===== src/rtl/cmp_tree_pkg.sv =====
package cmp_tree_pkg;

  // Pair layout used across the tree: bit 1 = "smaller", bit 0 = "equal".
  function automatic logic [1:0] enc_bit(logic abit, logic bbit);
    return {(~abit) & bbit, ~(abit ^ bbit)};
  endfunction

  // The high group decides; the low group is consulted only when the high group ties.
  function automatic logic [1:0] merge_pair(logic [1:0] hi, logic [1:0] lo);
    return {hi[1] | (hi[0] & lo[1]), hi[0] & lo[0]};
  endfunction

  // Merge level k carries inverted pairs when alternation is on and k is even.
  function automatic bit level_inverted(bit alt, int unsigned k);
    return alt && ((k % 2) == 0);
  endfunction

endpackage


===== src/rtl/cmp_bit_encode.sv =====
module cmp_bit_encode #(
  parameter int WIDTH = 64
) (
  input  logic [WIDTH-1:0] a,
  input  logic [WIDTH-1:0] b,
  output logic [WIDTH-1:0] lt_bit,
  output logic [WIDTH-1:0] eq_bit
);
  for (genvar i = 0; i < WIDTH; i++) begin : g_bit
    logic [1:0] pair;
    assign pair      = cmp_tree_pkg::enc_bit(a[i], b[i]);
    assign lt_bit[i] = pair[1];
    assign eq_bit[i] = pair[0];
  end
endmodule


===== src/rtl/cmp_merge_level.sv =====
module cmp_merge_level #(
  parameter int N_IN    = 64,
  parameter bit IN_INV  = 1'b0,
  parameter bit OUT_INV = 1'b0,
  localparam int N_OUT  = N_IN / 2
) (
  input  logic [N_IN-1:0]  lt_i,
  input  logic [N_IN-1:0]  eq_i,
  output logic [N_OUT-1:0] lt_o,
  output logic [N_OUT-1:0] eq_o
);
  for (genvar j = 0; j < N_OUT; j++) begin : g_grp
    logic [1:0] hi_raw, lo_raw, hi, lo, res;
    assign hi_raw  = {lt_i[2*j+1], eq_i[2*j+1]};
    assign lo_raw  = {lt_i[2*j],   eq_i[2*j]};
    // inputs arriving in inverted form are restored before the merge
    assign hi      = IN_INV ? ~hi_raw : hi_raw;
    assign lo      = IN_INV ? ~lo_raw : lo_raw;
    assign res     = cmp_tree_pkg::merge_pair(hi, lo);
    assign lt_o[j] = OUT_INV ? ~res[1] : res[1];
    assign eq_o[j] = OUT_INV ? ~res[0] : res[0];
  end
endmodule


===== src/rtl/cmp_out_stage.sv =====
module cmp_out_stage #(
  parameter bit IN_INV  = 1'b0,
  parameter bit REG_OUT = 1'b1
) (
  input  logic clk,
  input  logic rst,
  input  logic lt_i,
  input  logic eq_i,
  output logic lt_o,
  output logic eq_o,
  output logic gt_o
);
  logic lt_t, eq_t, gt_t;
  assign lt_t = IN_INV ? ~lt_i : lt_i;
  assign eq_t = IN_INV ? ~eq_i : eq_i;
  assign gt_t = ~lt_t & ~eq_t;

  if (REG_OUT) begin : g_reg
    always_ff @(posedge clk) begin
      if (rst) begin
        lt_o <= 1'b0;
        eq_o <= 1'b0;
        gt_o <= 1'b0;
      end else begin
        lt_o <= lt_t;
        eq_o <= eq_t;
        gt_o <= gt_t;
      end
    end
  end else begin : g_comb
    assign lt_o = lt_t;
    assign eq_o = eq_t;
    assign gt_o = gt_t;
  end
endmodule


===== src/rtl/cmp_tree_top.sv =====
module cmp_tree_top #(
  parameter int WIDTH        = 64,
  parameter bit ALT_POLARITY = 1'b1,
  parameter bit REG_OUT      = 1'b1
) (
  input  logic             clk,
  input  logic             rst,
  input  logic [WIDTH-1:0] a,
  input  logic [WIDTH-1:0] b,
  output logic             a_lt_b,
  output logic             a_eq_b,
  output logic             a_gt_b
);
  localparam int LEVELS   = $clog2(WIDTH);
  localparam bit LAST_INV = cmp_tree_pkg::level_inverted(ALT_POLARITY, LEVELS - 1);

  initial begin
    if (WIDTH < 2 || (1 << LEVELS) != WIDTH)
      $error("cmp_tree_top: WIDTH must be a power of two of at least 2");
  end

  logic [WIDTH-1:0] enc_lt, enc_eq;

  cmp_bit_encode #(.WIDTH(WIDTH)) u_enc (
    .a(a), .b(b), .lt_bit(enc_lt), .eq_bit(enc_eq)
  );

  for (genvar k = 0; k < LEVELS; k++) begin : lvl
    localparam int NI      = WIDTH >> k;
    localparam int NO      = NI / 2;
    localparam bit INV_OUT = cmp_tree_pkg::level_inverted(ALT_POLARITY, k);
    localparam bit INV_IN  = (k == 0) ? 1'b0
                           : cmp_tree_pkg::level_inverted(ALT_POLARITY, k - 1);
    logic [NI-1:0] lt_in, eq_in;
    logic [NO-1:0] lt_out, eq_out;
    logic [NO-1:0] lt_t, eq_t;   // true-polarity view of this level, for checks

    if (k == 0) begin : g_first
      assign lt_in = enc_lt;
      assign eq_in = enc_eq;
    end else begin : g_rest
      assign lt_in = lvl[k-1].lt_out;
      assign eq_in = lvl[k-1].eq_out;
    end

    cmp_merge_level #(.N_IN(NI), .IN_INV(INV_IN), .OUT_INV(INV_OUT)) u_lvl (
      .lt_i(lt_in), .eq_i(eq_in), .lt_o(lt_out), .eq_o(eq_out)
    );

    assign lt_t = INV_OUT ? ~lt_out : lt_out;
    assign eq_t = INV_OUT ? ~eq_out : eq_out;


    no_lt_and_eq_chk: assert property (@(posedge clk) disable iff (rst)
      ((lt_t & eq_t) == '0));
  end

  logic root_lt, root_eq, root_lt_t, root_eq_t;
  assign root_lt   = lvl[LEVELS-1].lt_out[0];
  assign root_eq   = lvl[LEVELS-1].eq_out[0];
  assign root_lt_t = lvl[LEVELS-1].lt_t[0];
  assign root_eq_t = lvl[LEVELS-1].eq_t[0];

  cmp_out_stage #(.IN_INV(LAST_INV), .REG_OUT(REG_OUT)) u_out (
    .clk(clk), .rst(rst), .lt_i(root_lt), .eq_i(root_eq),
    .lt_o(a_lt_b), .eq_o(a_eq_b), .gt_o(a_gt_b)
  );


  root_lt_matches_chk: assert property (@(posedge clk) disable iff (rst)
    root_lt_t == (a < b));


  root_eq_matches_chk: assert property (@(posedge clk) disable iff (rst)
    root_eq_t == (a == b));

  if (REG_OUT) begin : g_reg_chk

    one_flag_chk: assert property (@(posedge clk) disable iff (rst)
      !rst |=> $onehot({a_lt_b, a_eq_b, a_gt_b}));

    reg_follows_tree_chk: assert property (@(posedge clk) disable iff (rst)
      !rst |=> (a_lt_b == $past(root_lt_t)) && (a_eq_b == $past(root_eq_t)));
  end else begin : g_comb_chk

    one_flag_chk: assert property (@(posedge clk) disable iff (rst)
      $onehot({a_lt_b, a_eq_b, a_gt_b}));
  end
endmodule


===== config.mk =====
export PLATFORM = sky130hd
export DESIGN_NAME = cmp_tree_top
export DESIGN_NICKNAME = d
export VERILOG_FILES = /design/src/rtl/cmp_tree_pkg.sv /design/src/rtl/cmp_bit_encode.sv /design/src/rtl/cmp_merge_level.sv /design/src/rtl/cmp_out_stage.sv /design/src/rtl/cmp_tree_top.sv
export SDC_FILE = /design/constraint.sdc
export NUM_CORES = 1
export LEC_CHECK = 0
export BUFFER_PORTS_ARGS = -buffer_cell sky130_fd_sc_hd__buf_2
export CORE_ASPECT_RATIO = 1.4
export CORE_MARGIN = 2
export CORE_UTILIZATION = 45
export CTS_BUF_LIST = sky130_fd_sc_hd__clkbuf_8
export DETAILED_ROUTE_END_ITERATION = 8
export HOLD_SLACK_MARGIN = 0.1
export PLACE_DENSITY = 0.89
export SYNTH_ARGS = -nofsm -noshare
export SYNTH_HDL_FRONTEND = slang
export SYNTH_SLANG_ARGS = --single-unit

===== constraint.sdc =====
create_clock -name clk -period 3.59 [get_ports clk]
set_input_delay 0.1795 -clock clk [delete_from_list [all_inputs] [get_ports clk]]
set_output_delay 0.1795 -clock clk [all_outputs]
set_load 0.01 [all_outputs]

; Word level (Yosys, flattened, before mapping)
; Cells that the tools add are included.
[totals]
mem_bits_ro = 0
memories = 0
word_cells = 577
latch_bits = 0
reg_bits = 3
out_inout_bits = 3
inputBits = 130
mem_bits_rw = 0
[op_classes]
shift = 0
n_reduce_logical = 0
magnitude_cmp = 0
n_eq_ne = 0
n_addsub = 0
div = 0
n_mul = 0
n_mux = 0
n_bitwise = 574
[ops]
columns = operator, count
row1 = $not 1->1, 214
row2 = $and 1x1->1, 191
row3 = $not 2->2, 42
row4 = $xor 1x1->1, 64
row5 = $or 1x1->1, 63

; Logic depth before layout (Yosys ltp)
; Gate-level depths: netlist (run 1).
[depth]
word_depth = 22
depth_mapped = 8
ltp_nobuf = 8

; Cells and area by module
; From an unflattened synthesis (run 1), not the netlist that was laid out.
[hier_totals]
hier_cells = 260
area_unflattened_um2 = 1851.8
[modules_own_cells]
columns = mod, area_per_inst_um2, n_inst, seq_area_each_um2, cells_each
row1 = cmp_bit_encode, 1041.0, 1, 0.0, 128
row2 = cmp_merge_level at lvl[0].u_lvl, 400.4, 1, 0.0, 64
row3 = cmp_merge_level at lvl[1].u_lvl, 140.1, 1, 0.0, 32
row4 = cmp_merge_level at lvl[2].u_lvl, 100.1, 1, 0.0, 16
row5 = cmp_out_stage, 82.6, 1, 60.1, 6
row6 = cmp_merge_level at lvl[3].u_lvl, 50.0, 1, 0.0, 8
row7 = cmp_merge_level at lvl[4].u_lvl, 25.0, 1, 0.0, 4
row8 = cmp_merge_level at lvl[5].u_lvl, 12.5, 1, 0.0, 2

; Worst setup path after synthesis (run 1)
; OpenSTA, ideal clock, no wires.
[synth_timing]
kind = input port to flip-flop
startpoint = in a[7]
endpoint = reg u_out.gt_o
setup_time_ns = 0.072
n_path_buf = 0
required_time_ns = 3.518
cell_stages = 8
arrival_time_ns = 1.658
path_slack_ns = 1.859
cell_sequence = inv_1 -> ha_1 -> and2_4 -> a221o_1 -> a221oi_2 -> a31oi_1 -> nor4_2 -> nor3b_2
[synth_between]
elab_chain_len = 20
word_cells_on_any_way = 34
classes_between = bitwise (34)
[synth_rtl]
columns = element, line
row1 = start: declaration, cmp_tree_top.sv:8  ; input logic [WIDTH-1:0] a,
row2 = $xor 1x1->1, cmp_tree_pkg.sv:5  ; return {(~abit) & bbit, ~(abit ^ bbit)};
row3 = $not 1->1, cmp_tree_pkg.sv:5
row4 = $and 1x1->1, cmp_tree_pkg.sv:10  ; return {hi[1] | (hi[0] & lo[1]), hi[0] & lo[0]};
row5 = $or 1x1->1 / $not 1->1 (equally long branches), "cmp_tree_pkg.sv:10, cmp_merge_level.sv:21"
row6 = $not 1->1 / $not 2->2 (equally long branches), "cmp_merge_level.sv:20, cmp_merge_level.sv:17"
row7 = $not 2->2 *, cmp_merge_level.sv:17  ; assign hi = IN_INV ? ~hi_raw : hi_raw;
row8 = $or 1x1->1 / $and 1x1->1 (equally long branches), cmp_tree_pkg.sv:10
row9 = $or 1x1->1, cmp_tree_pkg.sv:10
row10 = [... 4 more ...], n/a
row11 = $and 1x1->1, cmp_tree_pkg.sv:10
row12 = $or 1x1->1, cmp_tree_pkg.sv:10
row13 = $not 1->1, cmp_merge_level.sv:20  ; assign lt_o[j] = OUT_INV ? ~res[1] : res[1];
row14 = $not 2->2 *, cmp_merge_level.sv:18  ; assign lo = IN_INV ? ~lo_raw : lo_raw;
row15 = $and 1x1->1, cmp_tree_pkg.sv:10
row16 = $or 1x1->1, cmp_tree_pkg.sv:10
row17 = $not 1->1, cmp_out_stage.sv:16  ; assign gt_t = ~lt_t & ~eq_t;
row18 = $and 1x1->1 *, cmp_out_stage.sv:16
row19 = end signal: assignment, cmp_out_stage.sv:27  ; gt_o <= gt_t;
row20 = end: declaration, cmp_out_stage.sv:11  ; output logic gt_o
; Every way passes the cells marked *; elsewhere a longest branch is shown, timed or not.
; A chain may end at the register's enable or synchronous reset.

; Final worst setup path (run 1)
[layout_timing]
startpoint = in a[62]
endpoint = reg u_out.gt_o
[layout_between]
elab_chain_len = 17
word_cells_on_any_way = 34
classes_between = bitwise (34)
[layout_rtl]
columns = element, line
row1 = $not 1->1 / $xor 1x1->1 (equally long branches), cmp_tree_pkg.sv:5
row2 = $and 1x1->1 / $not 1->1 (equally long branches), cmp_tree_pkg.sv:5
row3 = $and 1x1->1, cmp_tree_pkg.sv:10
row4 = $or 1x1->1 / $not 1->1 (equally long branches), "cmp_tree_pkg.sv:10, cmp_merge_level.sv:21"
row5 = $not 1->1 / $not 2->2 (equally long branches), "cmp_merge_level.sv:20, cmp_merge_level.sv:17"
row6 = $not 2->2 *, cmp_merge_level.sv:17
row7 = $or 1x1->1 / $and 1x1->1 (equally long branches), cmp_tree_pkg.sv:10
row8 = $or 1x1->1 / $not 1->1 (equally long branches), "cmp_tree_pkg.sv:10, cmp_merge_level.sv:21"
row9 = $not 1->1 / $not 2->2 (equally long branches), "cmp_merge_level.sv:20, cmp_merge_level.sv:17"
row10 = $not 2->2 *, cmp_merge_level.sv:17
row11 = $or 1x1->1 / $and 1x1->1 (equally long branches), cmp_tree_pkg.sv:10
row12 = $or 1x1->1 / $not 1->1 (equally long branches), "cmp_tree_pkg.sv:10, cmp_merge_level.sv:21"
row13 = $not 1->1 / $not 2->2 (equally long branches), "cmp_merge_level.sv:20, cmp_merge_level.sv:17"
row14 = $not 2->2 *, cmp_merge_level.sv:17
row15 = $or 1x1->1, cmp_tree_pkg.sv:10
row16 = $not 1->1, cmp_out_stage.sv:16
row17 = $and 1x1->1 *, cmp_out_stage.sv:16
; Marks and branches as above.

==> results of run 1 <==
per-layer routing:
layer	vias up	GRT usage, %	part of all wire [%]
li1	1111	-	-
met1	918	20.6	37
met2	94	42.9	54
met3	4	1.18	8.1
met4	0	5.00	0.96
met5	-	0	0
critical path, stage by stage:
cell and delay (ns):
buf_2 0.07, inv_1 0.03, ha_1 0.30, nand4_1 0.15
nor4_2 0.49, nand4_1 0.25, a31oi_1 0.27, nor4_2 0.07
nor3b_2 0.16
state kept, by name, indices dropped and copies added, names as in the netlist:
register,flops
u_out.eq_o,1
u_out.gt_o,1
u_out.lt_o,1
layout by cell type (no fill, tap or decap):
| master | count |
|---|---|
| a211oi_1 | 1 |
| a21o_1 | 3 |
| a21oi_1 | 26 |
| a221o_1 | 1 |
| a221oi_1 | 2 |
| a221oi_2 | 1 |
| a22oi_1 | 1 |
| a31oi_1 | 2 |
| and2_1 | 1 |
| and2_4 | 1 |
| and4_1 | 2 |
| buf_2 | 132 |
| clkbuf_8 | 3 |
| dfxtp_1 | 3 |
| ha_1 | 64 |
| inv_1 | 66 |
| nand2_1 | 20 |
| nand2b_1 | 2 |
| nand3_1 | 6 |
| nand4_1 | 13 |
| nor2_1 | 3 |
| nor2b_1 | 1 |
| nor3_1 | 4 |
| nor3b_2 | 1 |
| nor4_1 | 3 |
| nor4_2 | 2 |
| o21ai_0 | 10 |
| o22ai_1 | 1 |
| o31ai_1 | 1 |
power breakdown:
| part | switching (mW) | total, mW | internal, mW |
|---|---|---|---|
| Sequential | 0.000471 | 0.0361 | 0.0356 |
| Combinational | 0.112 | 0.237 | 0.125 |
| Clock | 0.0212 | 0.0940 | 0.0727 |
cells by family (layout without fill, tap and decap cells):
logic type | count (synthesis) | in the layout | synth area share [%]
flops | 3 | 3 | 3.50
compound gates | 49 | 49 | 16.7
simple gates | 59 | 59 | 19.0
buf+inv | 65 | 201 | 14.2
fa+ha+maj | 64 | 64 | 46.6
area by class of cell:
type	instances	area (µm²)	share of cell area [%]
clock buffer	3	41.3	1.67
timing repair buffer	132	661	26.7
inverter	65	244	9.86
multi-input combinational	172	1410	57.1
clock inverter	1	3.75	0.152
sequential	3	60.1	2.43
tap	42	52.6	2.12
worst max path at each step:
stage	end	slack (ns)	cells past startpoint
after global routing	u_out.gt_o$_SDFF_PP0_	1.44	9
after detailed placement	u_out.gt_o$_SDFF_PP0_	1.45	9
final	u_out.gt_o$_SDFF_PP0_	1.72	9
after global placement	u_out.gt_o$_SDFF_PP0_	1.49	9
after CTS	u_out.gt_o$_SDFF_PP0_	1.67	9
after floorplan	u_out.gt_o$_SDFF_PP0_	1.86	8
metrics by stage:
stage	worst slack, ns	util, %
2_1_floorplan	1.86	-
5_1_grt	1.44	67.9
4_1_cts	1.67	67.9
6_report	1.72	67.9
3_5_place_dp	1.45	66.7
3_3_place_gp	1.49	66.7
==> qor.csv, run 1 <==
stage,metric,value,unit
yosys,ys_seq_elements,3,
yosys,ys_types,27,
placement,post_dp_cell_area,0.00243,mm²
sta,setup_viol,0,
placement,place_congestion,0.784,
clock_tree,clkSinkCount,3,
global_routing,grt_usage,20.4,%
placement,hpwlAfterDp,4.29,mm
power_and_ir_drop,powerDensity,148,mW/mm²
yosys,yosys.area.top_type,ha_1,
sta,max_freq,0.534,GHz
yosys,ys.flop_type,dfxtp_1,
clock_tree,htree_levels,1,
power_and_ir_drop,p_leak,1.59,nW
global_routing,grt_pass1_vias,2071,
floorplan,std_cell_rows,26,
final_layout,fin_cells,418,
setup_path,path_max_fanout,4,
yosys,syn_nets,434,
setup_path,start_kind,input port,
final_layout,area_delta_synth_final,44.2,%
yosys,yosysTopAreaCellShare,46.6,%
yosys,netlist_top_cells_area,"ha_1 47%, inv_1 14%, a21oi_1 7.6%, nand4_1 4.7%, nand2_1 4.4%",
yosys,netlist_area,0.00172,mm²
sta,finalSetupTns,0,ns
worst_hold_path,hp-class,input port to register,
floorplan,pin_count,133,
floorplan,initial_core_util,47.1,%
sta,fin_crit,1.87,ns
floorplan,die_x,56.2,µm
drt,num_vias,2127,
clock_tree,cts_buffers,3,
yosys,yosysMostFrequentCell,inv_1,
flow_run,drv_cap,0,
sta,tightest_slew,0.473,ns
yosys,synth_edf_count,0,
placement,portBuffers,132,
power_and_ir_drop,p_total,0.367,mW
yosys,ys_warn_count,0,
floorplan,fp.dieH,77.1,µm
clock_tree,clk_pin_slew_worst_paths,0.03,ns
setup_path,worstSetupPathType,input port to register,
worst_hold_path,hold_start,rst,
worst_hold_path,hold_end,u_out.gt_o$_SDFF_PP0_,
clock_tree,cts_buffer_depth,2,
floorplan,dieArea,0.00433,mm²
drt,viasPerCell,5.09,
drt,drtIter0Drc,29,
final_layout,drive_gt1_share,37.2,%
floorplan,coreArea,0.00364,mm²
final_layout,n_antenna_cell,0,
global_routing,antenna_found_initial,0,
drt,drt_wl_total,4.46,mm
yosys,yosysSeqAreaShare,3.50,%
setup_path,crit_path_end_kind,register,
clock_tree,cts_setup_buffers,0,
global_routing,grt_overflow,0,
worst_hold_path,whs_path_depth,2,
clock_tree,post_cts_resized,0,
status,status,completed,
global_routing,grt_max_degree,5,
yosys,async_flop_share,0,%
drt,firstDrtPassIters,4,
clock_tree,root_buffer,clkbuf_8,
sta,max_slew_margin,68.2,%
yosys,synthCells,240,
global_routing,grt_pass1_wl,7.48,mm
final_layout,stdcell_area,0.00247,mm²
sta,hold_viol,0,
drt,wire_per_inst,10.7,µm
clock_tree,cts_tree,built,
sta,finalMaxSlewViolations,0,
final_layout,fillers,313,
yosys,syn_avg_cell_area,7.15,µm²
sta,rsz0062_at_grt,no,
power_and_ir_drop,peakVddDrop,0.162,mV
setup_path,cp_data_arrival_time,1.97,ns
yosys,synthTopCellsByCount,"65 x inv_1, 64 x ha_1, 26 x a21oi_1",
drt,drc,0,
final_layout,nets,571,
sta,whs,0.172,ns
sta,fin_crit_sh,52.2,%
drt,final_antenna_net_count,0,
clock_tree,hold_buffers,0,
setup_path,startpoint,a[62],
setup_path,worstPathRequired,3.69,ns
placement,place_inst,414,
Power figures use the tool's default switching activity.
==> run 2: changes to the inputs <==
- CORE_UTILIZATION: 45 -> 42
- PLACE_DENSITY: 0.89 -> 0.84
- clock period: 3.59 -> 1.9 ns (I/O delays scaled with it)
==> qor.csv, run 2 (synthesis results as in run 1) <==
stage,metric,value,unit,change
status,status,completed,,
floorplan,dieArea,0.00462,mm²,+6.7%
drt,drc,0,,unchanged
setup_path,crit_path_end_kind,register,,
sta,max_slew_margin,71.7,%,+3.5 points
drt,drt_wl_total,4.51,mm,+1.2%
global_routing,grt_max_degree,5,,unchanged
setup_path,worstPathRequired,2.01,ns,-1.68 ns
global_routing,grt_overflow,0,,unchanged
drt,final_antenna_net_count,0,,unchanged
sta,finalSetupTns,0,ns,unchanged
global_routing,antenna_found_initial,0,,unchanged
sta,finalMaxSlewViolations,0,,unchanged
power_and_ir_drop,swShare,37.8,%,+1.5 points
floorplan,initial_core_util,43.8,%,-3.3 points
setup_path,path_cells,"buf_2, inv_1, ha_1, nand4_1, nor4_1, nand4_1, a31oi_1, nor4_2, nor3b_2",,
clock_tree,post_cts_resized,0,,unchanged
floorplan,pin_count,133,,unchanged
placement,hpwlAfterDp,4.23,mm,-1.4%
power_and_ir_drop,powerDensity,287,mW/mm²,+94%
power_and_ir_drop,intPower,0.443,mW,+90%
sta,setup_viol,0,,unchanged
setup_path,critPathMaxStageDelay,0.45,ns,-0.04 ns
placement,post_dp_cell_area,0.00243,mm²,about the same
placement,preCtsSetupSlack,-0.0474,ns,-1.50 ns
final_layout,fin_util,63.4,%,-4.5 points
sta,fin_crit,1.68,ns,
setup_path,worstSetupPathType,input port to register,,
sta,fin_crit_sh,88.4,%,
setup_path,critPathTopFamily,simple AND/OR/NAND/NOR gates,,
placement,place_congestion,0.723,,-7.8%
placement,portBuffers,132,,unchanged
power_and_ir_drop,peakVddDrop,0.292,mV,+80%
setup_path,cp_data_arrival_time,1.79,ns,-0.18 ns
worst_hold_path,hp-class,input port to register,,
sta,rsz0062_at_grt,no,,
floorplan,fp.dieH,79.6,µm,+3.3%
clock_tree,clkSinkCount,3,,unchanged
clock_tree,root_buffer,clkbuf_8,,
sta,max_freq,0.596,GHz,
power_and_ir_drop,p_leak,1.60,nW,+0.26%
power_and_ir_drop,p_clk_share,28.0,%,+2.4 points
global_routing,grt_pass1_wl,7.46,mm,-0.28%
power_and_ir_drop,p_total,0.713,mW,+94%
final_layout,stdcell_area,0.00249,mm²,+0.45%
power_and_ir_drop,p_sw,0.270,mW,+100%
clock_tree,htree_levels,1,,unchanged
setup_path,path_max_fanout,3,,-1
global_routing,grt_pass1_vias,2003,,-3.3%
power_and_ir_drop,combPwrFrac,62.5,%,-2.1 points
final_layout,nets,572,,+0.18%
setup_path,cp_slowest_cell,nor4_1,,
final_layout,fillers,345,,+10%
global_routing,grt_usage,20.0,%,-0.33 points
setup_path,crit_buf_inv,2,,unchanged
drt,wire_per_inst,10.7,µm,+0.68%
final_layout,fin_cells,420,,+0.48%
floorplan,coreArea,0.00392,mm²,+7.6%
drt,viasPerCell,4.97,,-2.4%
final_layout,n_antenna_cell,0,,unchanged
setup_path,start_kind,input port,,
drt,drtIter0Drc,37,,+28%
floorplan,die_x,58.0,µm,+3.3%
sta,hold_viol,0,,unchanged
floorplan,std_cell_rows,27,,+3.8%
clock_tree,clk_pin_slew_worst_paths,0.03,ns,about the same
flow_run,drv_cap,0,,unchanged
sta,whs,0.389,ns,+0.216 ns
sta,setup_slack,0.221,ns,-1.50 ns
setup_path,path_common_cell,nand4_1,,
placement,place_inst,415,,+0.24%
clock_tree,cts_tree,built,,
clock_tree,cts_buffer_depth,2,,unchanged
drt,num_vias,2086,,-1.9%
final_layout,final_cell_mix,"132 x buf_2, 66 x inv_1, 64 x ha_1",,
power_and_ir_drop,pwr-share-seq,9.5,%,-0.3 points
final_layout,drive_gt1_share,37.1,%,-0.099 points
drt,firstDrtPassIters,4,,unchanged
final_layout,layout.cells.most_common,buf_2,,
clock_tree,cts_buffers,3,,unchanged
final_layout,top_regs,"u_out.eq_o x1, u_out.gt_o x1, u_out.lt_o x1",,
sta,tightest_slew,0.421,ns,-0.0522 ns
final_layout,area_delta_synth_final,44.8,%,
run 2: cell types whose count changed in the layout (fill, tap and decap cells not counted), sizes merged:
cell / previous run / this run
dlygate4sd3: 0 / 1
run 2: worst paths after layout:
check | startpoint | to | slack (ns) | cells past startpoint
hold / removal | b[63] | u_out.lt_o$_SDFF_PP0_ | 0.39 | 6
setup / recovery | a[30] | u_out.gt_o$_SDFF_PP0_ | 0.22 | 9
run 2: layout make-up:
| type | instances | area [µm²] | share of cell area (%) |
|---|---|---|---|
| clock inverter | 1 | 3.75 | 0.151 |
| timing repair buffer | 133 | 671 | 27.0 |
| multi-input combinational | 172 | 1410 | 56.8 |
| tap | 43 | 53.8 | 2.16 |
| clock buffer | 3 | 41.3 | 1.66 |
| sequential | 3 | 60.1 | 2.42 |
| inverter | 65 | 244 | 9.81 |
run 2: tightest hold or removal path: stages:
cell	delay (ns)
buf_2	0.09
ha_1	0.13
a21oi_1	0.04
o31ai_1	0.09
nor4_2	0.06
nor2_1	0.08
run 2: repair_timing:
item / CTS / global route
setup buffers: 0 / 0
hold buffers: 1 / 0
hold endpoints to repair: 3 / 0
run 2: power groups by stage:
stage	registers, mW	clock network [mW]	logic [mW]
final	0.0679	0.199	0.446
after floorplan	0.0711	0	0.249
after CTS	0.0679	0.202	0.453
after global placement	0.0687	0	0.430
after detailed placement	0.0688	0	0.448
after global routing	0.0681	0.207	0.520
run 2: per-layer routing:
layer  wire [µm]  vias to the layer above  part of all wire (%)  track usage [%]
li1            -                     1119                     -                -
met1        1640                      875                    36             18.4
met5           0                        -                     0                0
met2        2380                       87                    53             40.9
met4          65                        0                   1.4             6.51
met3         424                        5                   9.4             4.86
